$ cat config.mk
export PLATFORM = sky130hd
export DESIGN_NAME = pfc_rx_ctrl
export DESIGN_NICKNAME = d
export VERILOG_FILES = /design/src/rtl/pfc_pkg.sv /design/src/rtl/pfc_parser.sv /design/src/rtl/pfc_quanta_cnt.sv /design/src/rtl/pfc_tx_gate.sv /design/src/rtl/pfc_rx_ctrl.sv
export SDC_FILE = /design/constraint.sdc
export NUM_CORES = 1
export LEC_CHECK = 0
export BUFFER_PORTS_ARGS = -buffer_cell sky130_fd_sc_hd__buf_2
export CAP_MARGIN = 20
export CORE_ASPECT_RATIO = 1.25
export CORE_MARGIN = 8
export CORE_UTILIZATION = 61
export DETAILED_ROUTE_END_ITERATION = 8
export HOLD_SLACK_MARGIN = 0.15
export PLACE_DENSITY = 0.86
export SYNTH_ARGS = -nofsm -noshare
export SYNTH_HDL_FRONTEND = slang
export SYNTH_SLANG_ARGS = --single-unit
$ cat constraint.sdc
create_clock -name clk -period 7.95 [get_ports clk]
set_input_delay 1.59 -clock clk [delete_from_list [all_inputs] [get_ports clk]]
set_output_delay 1.59 -clock clk [all_outputs]
set_load 0.01 [all_outputs]
$ cat src/rtl/pfc_pkg.sv
package pfc_pkg;
  localparam int PT_W = 16;
  localparam logic [15:0] CTL_ETYPE   = 16'h8808;
  localparam logic [15:0] OPC_PAUSE   = 16'h0001;
  localparam logic [47:0] PAUSE_GROUP = 48'h0180C2000001;
  localparam int ADDR_BYTES = 6;
  localparam int TYPE_HI    = 12;
  localparam int OPC_HI     = 14;
  localparam int PT_HI      = 16;
  localparam int PT_LO      = 17;
  typedef logic [PT_W-1:0] quanta_t;
endpackage

$ cat src/rtl/pfc_parser.sv
module pfc_parser
  import pfc_pkg::*;
#(
  parameter int IDX_W = 6
) (
  input  logic        clk,
  input  logic        rst_n,
  input  logic        rx_valid,
  input  logic [7:0]  rx_data,
  input  logic        rx_sof,
  input  logic        rx_eof,
  input  logic        rx_good,
  input  logic        cfg_fc_en,
  input  logic        cfg_uc_en,
  input  logic [47:0] cfg_station_addr,
  output logic        ev_ctl,
  output logic        ev_pause,
  output quanta_t     ev_time
);
  localparam logic [IDX_W-1:0] IDX_MAX = {IDX_W{1'b1}};

  logic [IDX_W-1:0] idx_q, cur_idx;
  logic             mc_q, uc_q, mc_n, uc_n;
  logic [15:0]      type_q, opc_q, type_n, opc_n;
  quanta_t          pt_q, pt_n;

  function automatic logic [7:0] addr_byte(input logic [47:0] a, input logic [IDX_W-1:0] i);
    addr_byte = 8'h00;
    for (int k = 0; k < ADDR_BYTES; k++)
      if (i == IDX_W'(k)) addr_byte = a[47-8*k -: 8];
  endfunction

  always_comb begin
    cur_idx = rx_sof ? '0 : idx_q;
    mc_n    = (cur_idx == '0) ? 1'b1 : mc_q;
    uc_n    = (cur_idx == '0) ? 1'b1 : uc_q;
    if (cur_idx < IDX_W'(ADDR_BYTES)) begin
      mc_n = mc_n & (rx_data == addr_byte(PAUSE_GROUP, cur_idx));
      uc_n = uc_n & (rx_data == addr_byte(cfg_station_addr, cur_idx));
    end
    type_n = type_q;
    opc_n  = opc_q;
    pt_n   = pt_q;
    if (cur_idx == IDX_W'(TYPE_HI) || cur_idx == IDX_W'(TYPE_HI+1)) type_n = {type_q[7:0], rx_data};
    if (cur_idx == IDX_W'(OPC_HI)  || cur_idx == IDX_W'(OPC_HI+1))  opc_n  = {opc_q[7:0], rx_data};
    if (cur_idx == IDX_W'(PT_HI)   || cur_idx == IDX_W'(PT_LO))     pt_n   = {pt_q[7:0], rx_data};
  end

  logic is_ctl, is_pause;
  always_comb begin
    is_ctl   = rx_good && cfg_fc_en && (cur_idx >= IDX_W'(TYPE_HI+1)) && (type_n == CTL_ETYPE);
    is_pause = is_ctl && (cur_idx >= IDX_W'(PT_LO)) && (opc_n == OPC_PAUSE) &&
               (mc_n || (cfg_uc_en && uc_n));
  end

  always_ff @(posedge clk) begin
    if (!rst_n) begin
      idx_q    <= '0;
      mc_q     <= 1'b0;
      uc_q     <= 1'b0;
      type_q   <= '0;
      opc_q    <= '0;
      pt_q     <= '0;
      ev_ctl   <= 1'b0;
      ev_pause <= 1'b0;
      ev_time  <= '0;
    end else begin
      ev_ctl   <= 1'b0;
      ev_pause <= 1'b0;
      if (rx_valid) begin
        mc_q   <= mc_n;
        uc_q   <= uc_n;
        type_q <= type_n;
        opc_q  <= opc_n;
        pt_q   <= pt_n;
        if (rx_eof) begin
          idx_q    <= '0;
          ev_ctl   <= is_ctl;
          ev_pause <= is_pause;
          ev_time  <= pt_n;
        end else begin
          idx_q <= (cur_idx == IDX_MAX) ? IDX_MAX : cur_idx + 1'b1;
        end
      end
    end
  end
endmodule

$ cat src/rtl/pfc_quanta_cnt.sv
module pfc_quanta_cnt
  import pfc_pkg::*;
(
  input  logic    clk,
  input  logic    rst_n,
  input  logic    en,
  input  logic    load,
  input  quanta_t load_val,
  input  logic    tick,
  output quanta_t count,
  output logic    active
);
  always_ff @(posedge clk) begin
    if (!rst_n || !en)            count <= '0;
    else if (load)                count <= load_val;
    else if (tick && count != '0) count <= count - 1'b1;
  end

  assign active = (count != '0);
endmodule

$ cat src/rtl/pfc_tx_gate.sv
module pfc_tx_gate (
  input  logic req,
  input  logic busy,
  input  logic pause,
  output logic gnt
);
  assign gnt = req && !busy && !pause;
endmodule

$ cat src/rtl/pfc_rx_ctrl.sv
module pfc_rx_ctrl
  import pfc_pkg::*;
#(
  parameter int IDX_W = 6
) (
  input  logic        clk,
  input  logic        rst_n,
  input  logic        rx_valid,
  output logic        rx_ready,
  input  logic [7:0]  rx_data,
  input  logic        rx_sof,
  input  logic        rx_eof,
  input  logic        rx_good,
  input  logic        cfg_fc_en,
  input  logic        cfg_uc_en,
  input  logic [47:0] cfg_station_addr,
  input  logic        cfg_ctl_pass,
  input  logic        quanta_tick,
  input  logic        tx_start_req,
  input  logic        tx_busy,
  output logic        tx_start_gnt,
  output logic        pause_active,
  output logic [15:0] pause_count,
  output logic        ctl_valid,
  output logic        ctl_drop
);
  logic    ev_ctl, ev_pause;
  quanta_t ev_time, cnt;

  assign rx_ready = 1'b1;

  pfc_parser #(.IDX_W(IDX_W)) u_parse (
    .clk(clk), .rst_n(rst_n), .rx_valid(rx_valid), .rx_data(rx_data),
    .rx_sof(rx_sof), .rx_eof(rx_eof), .rx_good(rx_good),
    .cfg_fc_en(cfg_fc_en), .cfg_uc_en(cfg_uc_en), .cfg_station_addr(cfg_station_addr),
    .ev_ctl(ev_ctl), .ev_pause(ev_pause), .ev_time(ev_time)
  );

  pfc_quanta_cnt u_cnt (
    .clk(clk), .rst_n(rst_n), .en(cfg_fc_en), .load(ev_pause), .load_val(ev_time),
    .tick(quanta_tick), .count(cnt), .active(pause_active)
  );

  pfc_tx_gate u_gate (
    .req(tx_start_req), .busy(tx_busy), .pause(pause_active), .gnt(tx_start_gnt)
  );

  assign pause_count = cnt;
  assign ctl_valid   = ev_ctl && cfg_fc_en;
  assign ctl_drop    = ctl_valid && !cfg_ctl_pass;
endmodule

# Word level (Yosys, flattened, before mapping)
# Index checks and enable logic that the tools add are counted.
[totals]
output_inout_bits = 21
inputBits = 68
reg_bits = 90
[op_classes]
n_lt_le_gt_ge = 3
n_bitwise = 2
add_sub_neg = 2
n_mux = 26
n_reduce_logical = 27
n_eq_ne = 16
[op_table]
columns = ["operator", "count"]
rows = [
  ["$mux 8", 13],
  ["$mux 16", 5],
  ["$eq 6x4->1 const B", 4],
  ["$mux 6", 3],
  ["$eq 16x1->1 const B", 1],
  ["$eq 16x16->1 const B", 1],
  ["$eq 8x8->1", 2],
  ["$reduce_bool 16->1", 1],
  ["$sub 16x1->16 const B", 1],
  ["$eq 6x2->1 const B", 2],
  ["$eq 6x3->1 const B", 2],
  ["$eq 6x5->1 const B", 2],
  ["$logic_and 1x1->1", 12],
  ["$add 6x1->6 const B", 1],
  ["$eq 6x1->1 const B", 1],
  ["$eq 6x6->1 const B", 1],
  ["$ge 6x4->1 const B", 1],
  ["$ge 6x5->1 const B", 1],
  ["$logic_not 6->1", 1],
  ["$lt 6x3->1 const B", 1],
  ["$logic_not 1->1", 5],
  ["$logic_or 1x1->1", 5],
  ["$mux 1", 5],
  ["$reduce_and 3->1", 1],
  ["3 further kinds", 4],
]

# Longest topological paths before layout
# Gate-level depths: netlist of run 1.
[logic_depth]
ltp_word = 15
depth_mapped = 15

# Cells and area by module
# Synthesis of run 1 repeated with hierarchy kept, for this count alone.
[hier_totals]
cells_unflattened = 644
hier_area_um2 = 5108.6
[by_module_without_submodules]
columns = ["module", "instances", "seq_area_each_um2", "area_each_um2", "cells_per_inst"]
rows = [
  ["pfc_parser", 1, 1481.4, 4151.5, 525],
  ["pfc_quanta_cnt", 1, 320.3, 918.4, 114],
  ["pfc_rx_ctrl", 1, 0.0, 26.3, 4],
  ["pfc_tx_gate", 1, 0.0, 12.5, 1],
]

# Worst setup path before layout of run 1
# No wires, ideal clock.
[synth_timing]
kind = "in2reg"
start = "in rx_sof"
end = "reg u_parse.uc_q"
path_stages = 14
arrival_ns = 4.460
slack_ns = 3.429
path_cell_list = "buf_2 clkbuf_1 nand2b_1 inv_1 ha_1 buf_2 or2_1 buf_2 a221oi_1 nor4_1 a31o_2 or4_1 nor4_1 o221a_1"
[synth_between]
elab_chain_len = 12
word_cells_on_any_way = 19
cone_classes = "order compare: 1; eq/ne: 6; mux: 10; bitwise: 1; reduce/logical: 1"
[synth_lines]
columns = ["element", "line", "source"]
rows = [
  ["start: declaration", "pfc_rx_ctrl.sv:11", "input logic rx_sof,"],
  ["$mux 6 *", "pfc_parser.sv:34", "cur_idx = rx_sof ? '0 : idx_q;"],
  ["$logic_not 6->1", "pfc_parser.sv:30, pfc_parser.sv:36", ""],
  ["$mux 8 (6 in a row)", "pfc_parser.sv:30", "if (i == IDX_W'(k)) addr_byte = a[47-8*k -: 8];"],
  ["$mux 8", "pfc_parser.sv:37", "if (cur_idx < IDX_W'(ADDR_BYTES)) begin"],
  ["$eq 8x8->1", "pfc_parser.sv:39", "uc_n = uc_n & (rx_data == addr_byte(cfg_station_addr, cur_idx));"],
  ["$and 1x1->1", "pfc_parser.sv:39", ""],
  ["$mux 1 *", "pfc_parser.sv:37", ""],
  ["end signal: assignment", "pfc_parser.sv:72", "uc_q <= uc_n;"],
  ["end: declaration", "pfc_parser.sv:23", "logic mc_q, uc_q, mc_n, uc_n;"],
]
# Mark *: on every way between the ends. The rest lies on a longest branch, timed or not. The select of a mux whose other input is x is not followed.
# A chain may end at the register's enable or synchronous reset.

# Worst setup path in the final report of run 1
# Same ends and word-level chain as after synthesis.

==> results of run 1 <==
[layout by cell type (no fill, tap or decap), drive strengths merged, types with 6 or more instances in the layout]
cell type / n
nor2: 66
or3: 6
clkbuf: 9
nor4: 16
a21oi: 71
ha: 6
nor2b: 8
o21ai: 15
mux2i: 25
xnor2: 10
a221oi: 8
buf: 90
nand2: 121
xor2: 8
and3: 7
nand3: 12
a211oi: 18
nor3: 18
dfxtp: 90
inv: 19
[logic make-up after synthesis]
family,Yosys count
AND/OR/NAND/NOR,289
AO/OA/AOI/OAI,148
XOR/XNOR,18
other,1
multiplexers,25
flip-flops,90
buffers and inverters,70
adder cells (fa/ha/maj),6
[report_power, final]
group	switching (W)	total (W)	internal [W]
Clock	0.000170	0.000286	0.000116
Sequential	0.0000454	0.000540	0.000495
Combinational	0.000376	0.000674	0.000297
Total	0.000592	0.00150	0.000907
[per-layer routing]
metal | global-route usage | wire length (microns) | vias up | share of wire
li1 | - | - | 2356 | -
met1 | 0.276 | 5170 | 2281 | 0.40
met2 | 0.398 | 6420 | 195 | 0.50
met3 | 0.0502 | 1010 | 40 | 0.078
met4 | 0.0759 | 308 | 0 | 0.024
met5 | 0 | 0 | - | 0
[worst max-delay path: stages]
cell	delay (ns)
buf_2	0.28
nand2b_1	0.29
inv_1	0.09
ha_1	0.47
nor2b_1	0.69
a221oi_1	0.24
o31a_1	0.33
a31o_2	0.24
or4_1	0.56
nor4_1	0.34
o221a_1	0.23
[area by class of cell]
| type | count | area (sq um) |
|---|---|---|
| multi-input cells | 487 | 2820 |
| flip-flops and latches | 90 | 1800 |
| well taps | 95 | 119 |
| fillers | 679 | 2380 |
| clock inverters | 6 | 47.5 |
| clock buffers | 9 | 124 |
| inverters | 15 | 56.3 |
| repair buffers | 90 | 490 |
[registers in the layout, indices dropped and copies added, names as in the netlist]
signal	count
u_parse.uc_q	1
u_parse.opc_q	16
u_parse.pt_q	16
u_parse.ev_time	16
u_parse.ev_ctl	1
u_parse.type_q	16
u_parse.mc_q	1
u_parse.ev_pause	1
u_parse.idx_q	6
u_cnt.count	16
[per-stage QoR]
step                      instances  hold WS (ns)  setup slack (ns)  cell area (sq um)
final                           792         0.459              2.90               5460
after global routing            792         0.478              2.74               5460
after CTS                       790         0.459              2.99               5410
after detailed placement        775         0.445              2.61               5240
after global placement          775         0.437              2.80               5240
after floorplan                 647         0.431              3.43               4930
[worst paths after layout]
| path | from | cells past startpoint | end |
|---|---|---|---|
| worst min register to register | u_parse.pt_q[11] | 2 | u_parse.pt_q[11] |
| worst max-delay path | rx_sof | 11 | u_parse.uc_q |
| worst max register to register | u_parse.idx_q[0] | 10 | u_parse.uc_q |
| worst min-delay path | u_parse.pt_q[11] | 2 | u_parse.pt_q[11] |
==> results.json, run 1 <==
{
  "drtIter0Drc": 459,
  "via_per_inst": 6.15,
  "p_leak_nw": 2.07,
  "core_area_sq_um": 7840,
  "io_buffer_count": 87,
  "grt_pass1_wl_microns": 20700,
  "synth.yosys.seq_area_share": 0.366,
  "yosys-top-cells-count": "nand2_1 (121), dfxtp_1 (90), a21oi_1 (71), nor2_1 (65), clkbuf_1 (34)",
  "utilization": 0.697,
  "clk_latency_ns": 0.37,
  "layout-drive-gt1-share": 0.168,
  "synthCells": 647,
  "synth_cell_types": 71,
  "ioPinCount": 89,
  "setup-tns-final_ns": 0,
  "netlist.area_leader.share": 0.366,
  "worst-endpoint-arrival_ns": 5.37,
  "synth_area_leaders": "dfxtp_1 (37%), nand2_1 (9.2%), a21oi_1 (7.2%)",
  "antenna_found_initial": 0,
  "cts_resized": 0,
  "post-cts-setup-buffer-count": 0,
  "fp.dieH_microns": 116,
  "synthMuxAreaShare": 0.0508,
  "power_w": 0.00150,
  "crit_path_start_kind": "primary input",
  "cap_viol_max_count": 0,
  "p_per_area_nw_per_um2": 275,
  "drc": 0,
  "path_clk_slew_ns": 0.10,
  "hold_buffers": 0,
  "min_period_over_period": 0.635,
  "dpl.hpwl_microns": 9360,
  "yosysWarnings": 0,
  "routedWlPerCell_microns": 16.3,
  "min_path_type": "reg2reg",
  "cts_tree": "built",
  "yosysMostFrequentCell": "nand2_1",
  "num-nets-final": 767,
  "die_w_microns": 96.4,
  "clock_sinks": 90,
  "wl_microns": 12900,
  "clock_path_buffers": 2,
  "grt_overflow": 0,
  "r2r_setup_slack_ns": 4.18,
  "syn_area_sq_um": 4930,
  "relSlewSlack": 0.333,
  "die-area_sq_um": 11200,
  "worstPathRequired_ns": 8.27,
  "synth_top_flop_cell": "dfxtp_1",
  "rows": 36,
  "ys_ff_latch": 90,
  "grt_usage": 0.231,
  "ir_drop_mv": 0.353,
  "synth-edff-count": 0,
  "syn2layout_area_growth_pct": 10.8,
  "grt_pass1_vias": 4506,
  "vias": 4872,
  "yosys.area_share.xor_xnor": 0.0320,
  "cp_max_fo": 22,
  "grt_max_degree": 71,
  "synth_top_area_cell": "dfxtp_1",
  "fmax_mhz": 198,
  "synth.avg_cell_area_sq_um": 7.62,
  "period_needed_ns": 5.05,
  "drt-pass1-iter-count": 5,
  "cp-end-kind": "register",
  "async_flop_share": 0,
  "diodes": 0,
  "start_util": 0.629,
  "yosys.area_share.simple": 0.281,
  "cts_root_buf": "clkbuf_8",
  "synth-compound-area-share": 0.191,
  "run_status": "finished, final reports clean",
  "rsz0062_at_grt": "no",
  "synth_fp_nets": 721,
  "hold_viol_final": 0,
  "drv_slew": 0,
  "worst_slew_pin_slew_ns": 0.997,
  "path_class": "in2reg",
  "synth_top_family_by_area": "simple AND/OR/NAND/NOR gates",
  "place_congestion": 0.906,
  "cts-buffers-inserted": 9,
  "ant_nets": 0,
  "clock-skew-final_ns": 0.0127,
  "synthAdderAreaFrac": 0.0152,
  "ctsHtreeMaxLevel": 3,
  "setup_viol": 0
}
No activity file was read; power rests on OpenSTA's default activity.
==> run 2, diff against run 1 <==
--- a/config.mk
+++ b/config.mk
@@ -5,14 +5,15 @@
 export SDC_FILE = /design/constraint.sdc
 export NUM_CORES = 1
 export LEC_CHECK = 0
+export ABC_AREA = 1
 export BUFFER_PORTS_ARGS = -buffer_cell sky130_fd_sc_hd__buf_2
 export CAP_MARGIN = 20
 export CORE_ASPECT_RATIO = 1.25
 export CORE_MARGIN = 8
-export CORE_UTILIZATION = 61
+export CORE_UTILIZATION = 52
 export DETAILED_ROUTE_END_ITERATION = 8
 export HOLD_SLACK_MARGIN = 0.15
-export PLACE_DENSITY = 0.86
+export PLACE_DENSITY = 0.77
 export SYNTH_ARGS = -nofsm -noshare
 export SYNTH_HDL_FRONTEND = slang
 export SYNTH_SLANG_ARGS = --single-unit
==> constraint.sdc (replaced) <==
create_clock -name clk -period 4.5 [get_ports clk]
set_input_delay 0.9 -clock clk [delete_from_list [all_inputs] [get_ports clk]]
set_output_delay 0.9 -clock clk [all_outputs]
set_load 0.01 [all_outputs]
==> run 2 against run 1 <==
  * First-iteration DRC count down 22%
  * Clock power rose to 2.6 times the previous value
  * Synthesized cell count increased by 35%
  * Count of clock-buffer cells in the layout rose by 2
==> results.json, run 2 <==
{
  "worst-endpoint-arrival_ns": 3.33,
  "p_switching_w": 0.00112,
  "synth_top_area_cell": "dfxtp_1",
  "grt_pass1_vias": 4992,
  "dpl_cell_area_sq_um": 5860,
  "synth_area_leaders": "dfxtp_1 (33%), nand2_1 (15%), o21ai_0 (9.8%)",
  "min_period_over_period": 0.680,
  "synthAdderAreaFrac": 0.0139,
  "power.share.clock": 0.261,
  "final_cell_mix": "nand2_1 (223), inv_1 (140), o21ai_0 (106), dfxtp_1 (90)",
  "worst_slew_pin_slew_ns": 0.915,
  "switching_share": 0.387,
  "yosysMostFrequentCell": "nand2_1",
  "p_per_area_nw_per_um2": 468,
  "path_clk_slew_ns": 0.07,
  "whs_ns": 0.476,
  "place_congestion": 0.870,
  "rows": 41,
  "seq_area_sq_um": 1800,
  "period_needed_ns": 3.06,
  "worstPathRequired_ns": 4.78,
  "synthMuxAreaShare": 0.00370,
  "seqPwrFrac": 0.340,
  "run_status": "finished, final reports clean",
  "cts_resized": 0,
  "cp_max_fo": 31,
  "die_w_microns": 107,
  "multi_input_area_sq_um": 2890,
  "syn2layout_area_growth_pct": 14.1,
  "cts-buffers-inserted": 9,
  "diodes": 0,
  "p_comb_frac": 0.399,
  "clock_sinks": 90,
  "synthCells": 872,
  "netlist.area_leader.share": 0.333,
  "cts_root_buf": "clkbuf_16",
  "setup-tns-final_ns": 0,
  "ioPinCount": 89,
  "grt_max_degree": 48,
  "async_flop_share": 0,
  "drv_slew": 0,
  "rsz0062_at_grt": "no",
  "via_per_inst": 5.19,
  "routedWlPerCell_microns": 13.1,
  "hold_viol_final": 0,
  "cap_viol_max_count": 0,
  "synth_cell_types": 43,
  "num-nets-final": 1010,
  "fmax_mhz": 327,
  "synth.avg_cell_area_sq_um": 6.20,
  "hold_buffers": 0,
  "layout-drive-gt1-share": 0.134,
  "ir_drop_mv": 0.253,
  "clk_latency_ns": 0.34,
  "p_leak_nw": 3.31,
  "nFillCells": 1024,
  "setup_viol": 0,
  "synth_fp_nets": 946,
  "grt_overflow": 0,
  "crit_path_start_kind": "primary input",
  "r2r_setup_slack_ns": 1.82,
  "synth_top_family_by_area": "simple AND/OR/NAND/NOR gates",
  "yosysWarnings": 0,
  "grt_usage": 0.201,
  "drt-pass1-iter-count": 5,
  "io_buffer_count": 87,
  "start_util": 0.535,
  "core_area_sq_um": 10100,
  "grt_pass1_wl_microns": 23000,
  "final_area_sq_um": 6170,
  "min_path_type": "reg2reg",
  "drc": 0,
  "die-area_sq_um": 13900,
  "dpl.hpwl_microns": 10400,
  "cp-end-kind": "register",
  "clock_path_buffers": 2,
  "ys_ff_latch": 90,
  "yosys-top-cells-count": "nand2_1 (223), inv_1 (141), o21ai_0 (106), dfxtp_1 (90), nor2_1 (87)",
  "syn_area_sq_um": 5410,
  "post-cts-setup-buffer-count": 0,
  "yosys.area_share.xor_xnor": 0.0227,
  "power_w": 0.00289,
  "path_class": "in2reg",
  "synth.yosys.seq_area_share": 0.333,
  "synth-compound-area-share": 0.180,
  "clock-skew-final_ns": 0.00841,
  "relSlewSlack": 0.389,
  "wl_microns": 14000,
  "cts_tree": "built",
  "vias": 5545,
  "synth_top_flop_cell": "dfxtp_1",
  "final_common_cell": "nand2_1",
  "fp.dieH_microns": 130,
  "antenna_found_initial": 0,
  "synth-edff-count": 0,
  "utilization": 0.611,
  "drtIter0Drc": 358,
  "yosys.area_share.simple": 0.313,
  "internal_power_w": 0.00177,
  "ctsHtreeMaxLevel": 3,
  "ant_nets": 0
}
-- run 2: cell types whose count changed in the layout (fill, tap and decap cells not counted), moves of 9 or more --
cell / previous run / this run
a21oi_1: 71 / 34
nor4_1: 15 / 4
mux2i_1: 25 / 2
nand3_1: 11 / 44
clkbuf_16: 0 / 9
nor2_1: 65 / 87
a211oi_1: 18 / 1
inv_1: 14 / 140
o21ai_0: 13 / 106
nand2_1: 121 / 223
-- run 2: worst paths after layout --
path                      end           startpoint  depth (start not counted)
max          u_parse.ev_pause               rx_sof                         13
min           u_cnt.count[15]  u_parse.ev_time[15]                          2
max reg2reg  u_parse.ev_pause     u_parse.idx_q[0]                         12
min reg2reg   u_cnt.count[15]  u_parse.ev_time[15]                          2
-- run 2: area by class of cell --
class                      instances  area share
multi-input combinational        598       0.468
clock buffer                      11      0.0393
clock inverter                     4     0.00831
timing repair buffer              93      0.0791
inverter                         144      0.0876
sequential                        90       0.292
tap                              129      0.0262
-- run 2: metal layers --
layer | track usage | vias to the layer above | wire length, microns
met3 | 0.0375 | 20 | 714
li1 | - | 2893 | -
met1 | 0.224 | 2502 | 5800
met5 | 0 | - | 0
met2 | 0.374 | 130 | 7270
met4 | 0.0639 | 0 | 234
-- run 2: cell families (layout without fill, tap and decap cells) --
kind of cell,Yosys count,after routing
flops,90,90
xor+xnor,14,14
fa+ha+maj,6,6
simple gates,397,397
compound gates,178,178
buf+inv,184,252
mux,2,2
other cells,1,1
-- run 2: power groups by stage --
| stage | Clock [W] | Sequential (W) | Combinational [W] |
|---|---|---|---|
| after floorplan | 0 | 0.00101 | 0.000843 |
| after global placement | 0 | 0.000998 | 0.00113 |
| after detailed placement | 0 | 0.000999 | 0.00114 |
| after CTS | 0.000765 | 0.000982 | 0.00115 |
| after global routing | 0.000801 | 0.000996 | 0.00131 |
| final | 0.000754 | 0.000983 | 0.00115 |
-- run 2: worst max-delay path, cell delays in order --
cell and delay (ns):
buf_2 0.12, inv_2 0.09, nand2_1 0.17, ha_1 0.34
nor2_1 0.10, nand3b_2 0.54, nand2_1 0.17, o21ai_0 0.11
nor4_1 0.36, nand3_1 0.15, nor2_1 0.12, nand2_1 0.06
a21oi_1 0.10
-- run 2: per-stage QoR --
stage | setup slack, ns | instances
finish | 1.44 | 1069
global route | 1.23 | 1069
floorplan | 1.82 | 872
CTS | 1.30 | 1068
detailed placement | 0.957 | 1053
global placement | 1.01 | 1053
==> run 3, diff against run 2 <==
--- a/config.mk
+++ b/config.mk
@@ -10,10 +10,10 @@
 export CAP_MARGIN = 20
 export CORE_ASPECT_RATIO = 1.25
 export CORE_MARGIN = 8
-export CORE_UTILIZATION = 52
+export CORE_UTILIZATION = 57
 export DETAILED_ROUTE_END_ITERATION = 8
 export HOLD_SLACK_MARGIN = 0.15
-export PLACE_DENSITY = 0.77
+export PLACE_DENSITY = 0.81
 export SYNTH_ARGS = -nofsm -noshare
 export SYNTH_HDL_FRONTEND = slang
 export SYNTH_SLANG_ARGS = --single-unit
==> constraint.sdc (replaced) <==
create_clock -name clk -period 3.11 [get_ports clk]
set_input_delay 0.622 -clock clk [delete_from_list [all_inputs] [get_ports clk]]
set_output_delay 0.622 -clock clk [all_outputs]
set_load 0.01 [all_outputs]
==> run 3 against run 2 <==
  * Sequential share of layout area is 0.15 points lower
  * Register-to-register slack worse by 1.2 ns
  * Final area rose by 0.53%
  * Clock power grew 30%
==> results.json, run 3 (synthesized netlist as in run 2, its figures left out) <==
{
  "crit_path_start_kind": "register",
  "cp-end-kind": "output pin",
  "dpl.hpwl_microns": 10900,
  "rows": 39,
  "antenna_found_initial": 0,
  "die-area_sq_um": 12900,
  "path_clk_slew_ns": 0.06,
  "drc": 0,
  "start_util": 0.590,
  "diodes": 0,
  "grt_usage": 0.226,
  "worstHoldStart": "u_parse.idx_q[0]",
  "utilization": 0.676,
  "whs_ns": 0.469,
  "routedWlPerCell_microns": 13.5,
  "ctsHtreeMaxLevel": 3,
  "cts_root_buf": "clkbuf_16",
  "cp-startpoint": "u_cnt.count[2]",
  "drtIter0Drc": 391,
  "worstPathRequired_ns": 2.49,
  "num-nets-final": 1019,
  "cp_max_fo": 5,
  "p_leak_nw": 3.33,
  "min_path_type": "reg2reg",
  "crit_chain": "nor2_1 -> nand2_1 -> nor2_1 -> nand3_1 -> nor3_2 -> nand3_1 -> nor3b_1 -> buf_2",
  "period_needed_ns": 2.65,
  "final_cell_mix": "nand2_1 (223), inv_1 (140), o21ai_0 (106), dfxtp_1 (90)",
  "worstHoldPathCells": 2,
  "min_period_over_period": 0.853,
  "cts_tree": "built",
  "worst-endpoint-arrival_ns": 2.03,
  "cp_slowest_cell": "dfxtp_1",
  "layout-drive-gt1-share": 0.141,
  "ir_drop_mv": 0.358,
  "post-cts-setup-buffer-count": 0,
  "hold_viol_final": 0,
  "clock_sinks": 90,
  "final_common_cell": "nand2_1",
  "grt_max_degree": 66,
  "vias": 5560,
  "relSlewSlack": 0.618,
  "io_buffer_count": 87,
  "rsz0062_at_grt": "no",
  "grt_overflow": 0,
  "hold_buffers": 0,
  "wl_microns": 14500,
  "ioPinCount": 89,
  "syn2layout_area_growth_pct": 14.7,
  "fmax_mhz": 377,
  "cap_viol_max_count": 0,
  "setup-tns-final_ns": 0,
  "clock-skew-final_ns": 0.00753,
  "worst_slew_pin_slew_ns": 0.573,
  "cts-buffers-inserted": 9,
  "via_per_inst": 5.19,
  "fp.dieH_microns": 125,
  "setup_viol": 0,
  "path_class": "reg2out",
  "grt_pass1_vias": 4983,
  "final_area_sq_um": 6200,
  "fin_cells": 1072,
  "r2r-start": "u_parse.idx_q[0]",
  "place_congestion": 0.926,
  "p_per_area_nw_per_um2": 661,
  "ant_nets": 0,
  "run_status": "finished, final reports clean",
  "die_w_microns": 103,
  "drt-pass1-iter-count": 5,
  "grt_pass1_wl_microns": 23500,
  "dpl_cell_area_sq_um": 5940,
  "clock_path_buffers": 2,
  "ff2ff_path_depth": 14,
  "slowest_delay_ns": 0.35,
  "clk_latency_ns": 0.34,
  "cts_resized": 0,
  "core_area_sq_um": 9170,
  "drv_slew": 0,
  "dp.cells": 1057
}
==> run 3: layout make-up <==
type | count | area [sq um]
flip-flops and latches | 90 | 1800
fillers | 847 | 2970
clock inverters | 4 | 28.8
clock buffers | 11 | 233
inverters | 144 | 541
multi-input cells | 598 | 2890
repair buffers | 102 | 561
well taps | 123 | 154
==> run 3: critical path, delay by kind of cell (launching register included) <==
| family | cells | cell delay (ns) |
|---|---|---|
| DFF | 1 | 0.35 |
| and+or+nand+nor | 7 | 1.19 |
| buffers and inverters | 1 | 0.16 |
==> run 3: worst paths after layout <==
kind                                         end  slack, ns
worst min-delay path            u_parse.idx_q[0]       0.47
worst max register to register  u_parse.ev_pause       0.59
worst min register to register  u_parse.idx_q[0]       0.47
worst max-delay path                tx_start_gnt       0.46
==> run 3: metal layers <==
layer | part of all wire | global-route usage
met1 | 0.41 | 0.262
met2 | 0.52 | 0.400
met3 | 0.045 | 0.0319
met4 | 0.029 | 0.0897
met5 | 0 | 0
==> run 3: power by group <==
group	internal [W]	switching (W)	leakage (nW)	total, W
Clock	0.000539	0.000438	0.122	0.000977
Sequential	0.00129	0.000127	0.739	0.00142
Combinational	0.000653	0.00105	2.47	0.00170
==> run 3: metrics by stage <==
stage                     setup slack (ns)  total power (W)
after floorplan                      0.713          0.00268
after global placement               0.275          0.00312
final                                0.458          0.00410
after CTS                            0.440          0.00412
after global routing                 0.215          0.00440
after detailed placement             0.248          0.00313
